### src/rtl/lnk_pm_lat_pkg.sv
package lnk_pm_lat_pkg;
  localparam int unsigned DATA_W  = 16;
  localparam int unsigned FIELD_W = 3;
  localparam int unsigned LANE_W  = 8;
  localparam int unsigned N_LANE  = DATA_W / LANE_W;
  localparam int unsigned N_ACC   = 2;

  // acceptable-latency fields: index 0 = L0s, 1 = L1
  localparam int unsigned ACC_LSB [N_ACC] = '{11, 8};
  localparam int unsigned ACC_LANE         = 1;
  localparam int unsigned EXIT_LSB         = 3;
  localparam int unsigned EXIT_LANE        = 0;

  localparam logic [FIELD_W-1:0] ACC_RST   = '0;
  localparam logic [FIELD_W-1:0] EXIT_CCC  = 3'b011;
  localparam logic [FIELD_W-1:0] EXIT_NCCC = 3'b100;

  typedef logic [FIELD_W-1:0] lat_t;
endpackage

### src/rtl/lat_field.sv
module lat_field
  import lnk_pm_lat_pkg::*;
#(
  parameter int unsigned W       = FIELD_W,
  parameter logic [W-1:0] RST_VAL = '0
) (
  input  logic         clk_i,
  input  logic         rst_ni,
  input  logic         we_i,
  input  logic [W-1:0] d_i,
  output logic [W-1:0] q_o
);
  logic [W-1:0] q_q;

  always_ff @(posedge clk_i or negedge rst_ni) begin
    if (!rst_ni)   q_q <= RST_VAL;
    else if (we_i) q_q <= d_i;
  end

  assign q_o = q_q;

  assert_acc_hold_R3: assert property (@(posedge clk_i) disable iff (!rst_ni)
    !we_i |=> $stable(q_o));
  assert_acc_load_R3: assert property (@(posedge clk_i) disable iff (!rst_ni)
    we_i |=> (q_o == $past(d_i)));
endmodule

### src/rtl/exit_lat_track.sv
module exit_lat_track
  import lnk_pm_lat_pkg::*;
(
  input  logic clk_i,
  input  logic rst_ni,
  input  logic ccc_i,
  input  logic wr_i,
  input  lat_t d_i,
  output lat_t q_o,
  output logic written_o
);
  lat_t q_q;
  logic written_q;
  logic set_c;
  lat_t track_c;

  // only a value change latches the field
  assign set_c   = wr_i && (d_i != q_q);
  assign track_c = ccc_i ? EXIT_CCC : EXIT_NCCC;

  always_ff @(posedge clk_i or negedge rst_ni) begin
    if (!rst_ni) begin
      q_q       <= EXIT_NCCC;
      written_q <= 1'b0;
    end else if (set_c) begin
      q_q       <= d_i;
      written_q <= 1'b1;
    end else if (!written_q) begin
      q_q       <= track_c;
    end
  end

  assign q_o       = q_q;
  assign written_o = written_q;

  assert_flag_sticky_R5: assert property (@(posedge clk_i) disable iff (!rst_ni)
    written_o |=> written_o);
  assert_set_on_change_R4: assert property (@(posedge clk_i) disable iff (!rst_ni)
    (wr_i && (d_i != q_o)) |=> (written_o && (q_o == $past(d_i))));
  assert_track_mode_R6: assert property (@(posedge clk_i) disable iff (!rst_ni)
    (!written_o && !(wr_i && (d_i != q_o))) |=>
      (q_o == ($past(ccc_i) ? EXIT_CCC : EXIT_NCCC)));
  assert_hold_written_R7: assert property (@(posedge clk_i) disable iff (!rst_ni)
    (written_o && !wr_i) |=> $stable(q_o));
  assert_equal_keeps_clear_R8: assert property (@(posedge clk_i) disable iff (!rst_ni)
    (!written_o && wr_i && (d_i == q_o)) |=> !written_o);
endmodule

### src/rtl/lnk_pm_lat_reg.sv
module lnk_pm_lat_reg
  import lnk_pm_lat_pkg::*;
(
  input  logic              clk_i,
  input  logic              rst_ni,
  input  logic              ccc_i,
  input  logic              sw_we_i,
  input  logic [N_LANE-1:0] sw_be_i,
  input  logic [DATA_W-1:0] sw_wdata_i,
  input  logic              ld_valid_i,
  input  logic [DATA_W-1:0] ld_data_i,
  output logic [DATA_W-1:0] sw_rdata_o,
  output logic [FIELD_W-1:0] l0s_acc_lat_o,
  output logic [FIELD_W-1:0] l1_acc_lat_o,
  output logic [FIELD_W-1:0] l0s_exit_lat_o
);
  logic [DATA_W-1:0] src_c;
  logic [N_LANE-1:0] lane_we_c;
  lat_t              acc_q [N_ACC];
  lat_t              exit_q;
  logic              written;
  logic              unused_written;

  // load has priority and covers all lanes
  assign src_c = ld_valid_i ? ld_data_i : sw_wdata_i;

  for (genvar l = 0; l < N_LANE; l++) begin : g_lane
    assign lane_we_c[l] = ld_valid_i | (sw_we_i & sw_be_i[l]);
  end

  for (genvar a = 0; a < N_ACC; a++) begin : g_acc
    lat_field #(.W(FIELD_W), .RST_VAL(ACC_RST)) i_acc (
      .clk_i  (clk_i),
      .rst_ni (rst_ni),
      .we_i   (lane_we_c[ACC_LANE]),
      .d_i    (src_c[ACC_LSB[a] +: FIELD_W]),
      .q_o    (acc_q[a])
    );
  end

  exit_lat_track i_exit (
    .clk_i     (clk_i),
    .rst_ni    (rst_ni),
    .ccc_i     (ccc_i),
    .wr_i      (lane_we_c[EXIT_LANE]),
    .d_i       (src_c[EXIT_LSB +: FIELD_W]),
    .q_o       (exit_q),
    .written_o (written)
  );
  assign unused_written = written;

  always_comb begin
    sw_rdata_o = '0;
    for (int a = 0; a < N_ACC; a++) sw_rdata_o[ACC_LSB[a] +: FIELD_W] = acc_q[a];
    sw_rdata_o[EXIT_LSB +: FIELD_W] = exit_q;
  end

  assign l0s_acc_lat_o  = acc_q[0];
  assign l1_acc_lat_o   = acc_q[1];
  assign l0s_exit_lat_o = exit_q;

  assert_load_wins_R9: assert property (@(posedge clk_i) disable iff (!rst_ni)
    ld_valid_i |=> ((l0s_acc_lat_o == $past(ld_data_i[13:11])) &&
                    (l1_acc_lat_o  == $past(ld_data_i[10:8]))));
  assert_lane_off_R10: assert property (@(posedge clk_i) disable iff (!rst_ni)
    (sw_we_i && !ld_valid_i && !sw_be_i[1]) |=> ($stable(l0s_acc_lat_o) && $stable(l1_acc_lat_o)));
  assert_rsvd_mirror_R1: assert property (@(posedge clk_i) disable iff (!rst_ni)
    (sw_rdata_o[15:14] == 2'b00) && (sw_rdata_o[7:6] == 2'b00) && (sw_rdata_o[2:0] == 3'b000));
endmodule

### config.mk
export PLATFORM = sky130hd
export DESIGN_NAME = lnk_pm_lat_reg
export DESIGN_NICKNAME = d
export VERILOG_FILES = /design/src/rtl/lnk_pm_lat_pkg.sv /design/src/rtl/lat_field.sv /design/src/rtl/exit_lat_track.sv /design/src/rtl/lnk_pm_lat_reg.sv
export SDC_FILE = /design/constraint.sdc
export NUM_CORES = 1
export LEC_CHECK = 0
export ABC_AREA = 1
export BUFFER_PORTS_ARGS = -buffer_cell sky130_fd_sc_hd__buf_4
export CAP_MARGIN = 20
export CORE_MARGIN = 5
export CORE_UTILIZATION = 38
export CTS_BUF_LIST = sky130_fd_sc_hd__clkbuf_4
export CTS_CLUSTER_DIAMETER = 100
export DETAILED_ROUTE_END_ITERATION = 6
export GPL_TIMING_DRIVEN = 0
export PLACE_DENSITY = 0.84
export SYNTH_ARGS = -nofsm -noshare
export SYNTH_HDL_FRONTEND = slang
export SYNTH_HIERARCHICAL = 1
export SYNTH_SLANG_ARGS = --single-unit
### constraint.sdc
create_clock -name clk_i -period 1.29 [get_ports clk_i]
set_clock_uncertainty 0.05 [all_clocks]
set_input_delay 0.129 -clock clk_i [delete_from_list [all_inputs] [get_ports clk_i]]
set_output_delay 0.129 -clock clk_i [all_outputs]
set_load 0.1 [all_outputs]
==> metrics.txt <==
status finished with violations; violated checks setup timing; total iterations of the first detailed-routing run 4; Antenna Nets Post-Route 0; die span in y 54.0 um; compound-cell area share of the yosys netlist 0%; proportion of power drawn by combinational gates 65.3%; Worst path top cell family by delay flip-flops; YS warnings 6; share of layout cells above drive strength 1 51.8%; dominant combinational cell family by area after synthesis simple AND/OR/NAND/NOR gates; number of DRC violations after detailed routing 0; placed wire-length estimate 1.69 mm; startpoint of the worst register-to-register path i_exit/q_o[2]$_DFFE_PN1P_; most frequent cells in the layout sky130_fd_sc_hd__nand2_1, sky130_fd_sc_hd__buf_4, sky130_fd_sc_hd__dfrtp_2, sky130_fd_sc_hd__conb_1, sky130_fd_sc_hd__inv_1; synthesized netlist cell count 111; Top Ports 64; setup ws final -0.0835 ns; wire length of the first global-routing pass 3.37 mm; Reg area 265 um2; IR Drop Worst-Case VDD 0.793 mV; DRT Wirelength 2.14 mm; area enclosed by the die boundary 2910 um2; Min-Delay Startpoint ccc_i; post-route fraction of the period consumed by the critical path 106%; Port Buf Inserts 41; timing startpoint of the critical path i_exit/q_o[2]$_DFFE_PN1P_; TritonCTS clock tree yes; xor and xnor area share after synthesis 1.19%; proportion of power drawn by the clock network 12.5%; Die X-Extent 54.0 um; number of antenna violations at the first check in global routing 0; Final Max Tran Viols 0; clock period minus final worst setup slack 1.37 ns; Crit path required time 1.40 ns; max-cap violations 0; maximum clock frequency 0.728 GHz; area taken by multi-input logic gates 355 um2; mux share of post-synthesis cell area 0%; CTS H-tree lvls 1; total of fill cells in the finished design 165; number of sinks on the clock net 10; sequential power share 22.2%; crit-path max FO 8; kind of start point of the critical path register; setup TNS after final layout -0.333 ns; Antenna Diode Count 0; Simple-Gate Fraction of Synth Area 39.5%; Net Sw Frac 56.2%; RSZ-0062 raised after global routing yes; Nets 204; minimum hold slack 0.0560 ns; Crit-path slowest cell sky130_fd_sc_hd__dfstp_4; Layout Area Growth over Synthesis 64.7%; Num CTS Buffers 3; DR iter-0 viols 17; number of distinct standard cells referenced by the synthesized netlist 12; Worst EP arrival 1.48 ns; power density over cell area 1630 nW/um2; hold violation total from the final report 0; core region area 1900 um2; maximum number of pins on one net before global-route repair 11; Clock transition at path regs 0.07 ns; DR WL/cell 11.2 um; remaining global-route overflow 0; sequential fraction of the synthesis area 34.2%; most common library cell in the layout ignoring fill and taps sky130_fd_sc_hd__nand2_1; via count of the routed design 845; delay of the slowest cell on the worst path 0.66 ns; switching power 1.11 mW; Final GP Congestion 0.859; Starting Density 38.6%; Internal Dissipation 0.863 mW; flop and latch count out of synthesis 10; worst-path cell chain xnor2_2, nand3_2, nand2_4, inv_2, nand2_1, nand3_2; insertion delay to the later sink of the worst-skew pair 0.27 ns; buffer cell driving the clock tree root sky130_fd_sc_hd__clkbuf_4; worst setup path category reg -> reg; netlist area before placement 734 um2; fraction of the mapped netlist area in adder cells 0%; number of placement rows 16; leakage power figure 0.729 nW; Avg Synthesized Cell Area 6.62 um2; number of global-route vias before repair 784; Hold/Removal Path Class in -> reg; Final Setup Violations 5; endpoint type of the worst setup path register; worst path buffer plus inverter count 1; most frequent cell on the critical path sky130_fd_sc_hd__nand3_2; drt via density 4.42; All-Layer GR Usage 16.1%; number of buffers between clock root and the deepest sink 2
[stage by stage]
stage / cells / power, mW / setup slack, ns / instance area, um2 / util (%)
CTS: 190 / 1.96 / -0.0850 / 1190 / 62.4
floorplan: 117 / 1.41 / -0.190 / 778 / -
global route: 191 / 2.06 / -0.150 / 1210 / 63.6
global placement: 185 / 1.64 / -0.0210 / 1120 / 58.9
finish: 191 / 1.97 / -0.0835 / 1210 / 63.6
detailed placement: 185 / 1.66 / -0.0513 / 1120 / 58.9
[worst reg2reg max path, stage by stage (launching register included)]
cell	delay [ns]
sky130_fd_sc_hd__dfstp_4	0.66
sky130_fd_sc_hd__xnor2_2	0.12
sky130_fd_sc_hd__nand3_2	0.12
sky130_fd_sc_hd__nand2_4	0.13
sky130_fd_sc_hd__inv_2	0.06
sky130_fd_sc_hd__nand2_1	0.07
sky130_fd_sc_hd__nand3_2	0.06
[kinds of logic after synthesis]
kind of cell | Yosys count
DFF | 10
other | 1
xor gates and xnor gates | 1
and+or+nand+nor | 71
buffers and inverters | 28
[routing by layer]
metal	global-route usage, %	share of wire, %	up-vias
met4	8.51	1.8	0
li1	-	-	417
met1	16.6	36	396
met2	31.5	57	28
met3	1.11	4.5	4
met5	0	0	-
[path summary, 6_finish.rpt]
path	end	slack [ns]	cells past startpoint
min in group asynchronous	i_exit/written_o$_DFFE_PN0P_	0.17	2
max in group asynchronous	i_exit/q_o[2]$_DFFE_PN1P_	0.80	2
max	i_exit/q_o[1]$_DFFE_PN0P_	-0.08	6
min	i_exit/q_o[2]$_DFFE_PN1P_	0.06	4
max reg2reg	i_exit/q_o[1]$_DFFE_PN0P_	-0.08	6
min reg2reg	g_acc[1].i_acc/q_o[0]$_DFFE_PN0P_	0.45	2
[synth_stat cells]
library cell / instances / share of area, %
sky130_fd_sc_hd__nand2_4: 1 / 1.5
sky130_fd_sc_hd__buf_4: 16 / 16
sky130_fd_sc_hd__inv_1: 7 / 3.6
sky130_fd_sc_hd__nand3_2: 1 / 1.4
sky130_fd_sc_hd__dfstp_2: 1 / 3.6
sky130_fd_sc_hd__buf_6: 2 / 3.1
sky130_fd_sc_hd__nand3_1: 8 / 5.5
sky130_fd_sc_hd__dfrtp_1: 9 / 31
sky130_fd_sc_hd__conb_1: 1 / 0.51
sky130_fd_sc_hd__xnor2_1: 1 / 1.2
sky130_fd_sc_hd__inv_2: 3 / 1.5
sky130_fd_sc_hd__nand2_1: 61 / 31
[area by class of cell]
cell class | instances | area share [%]
multi-input combinational | 79 | 29.4
tap | 27 | 2.79
timing repair buffer | 43 | 28.2
sequential | 10 | 21.9
clock buffer | 4 | 2.48
buffer | 18 | 12.1
inverter | 10 | 3.10
[repair_timing]
item	4_1_cts	5_1_grt
setup buffers	0	1
hold endpoints to repair	10	0
setup endpoints to repair	5	5
pin swaps	5	3
hold buffers	1	0
gates resized for setup	7	3
[power by group through the flow]
stage          Sequential [mW]  Combinational (mW)  Clock (mW)
3_3_place_gp             0.434                1.21           0
4_1_cts                  0.438                1.27       0.253
6_report                 0.437                1.29       0.246
2_1_floorplan            0.754               0.659           0
3_5_place_dp             0.440                1.22           0
5_1_grt                  0.444                1.35       0.268
[registers in the layout, indices dropped and copies added (netlist names)]
register	cells
g_acc.i_acc/q_o	6
i_exit/written_o	1
i_exit/q_o	3
(Power assumes the default switching activity.)
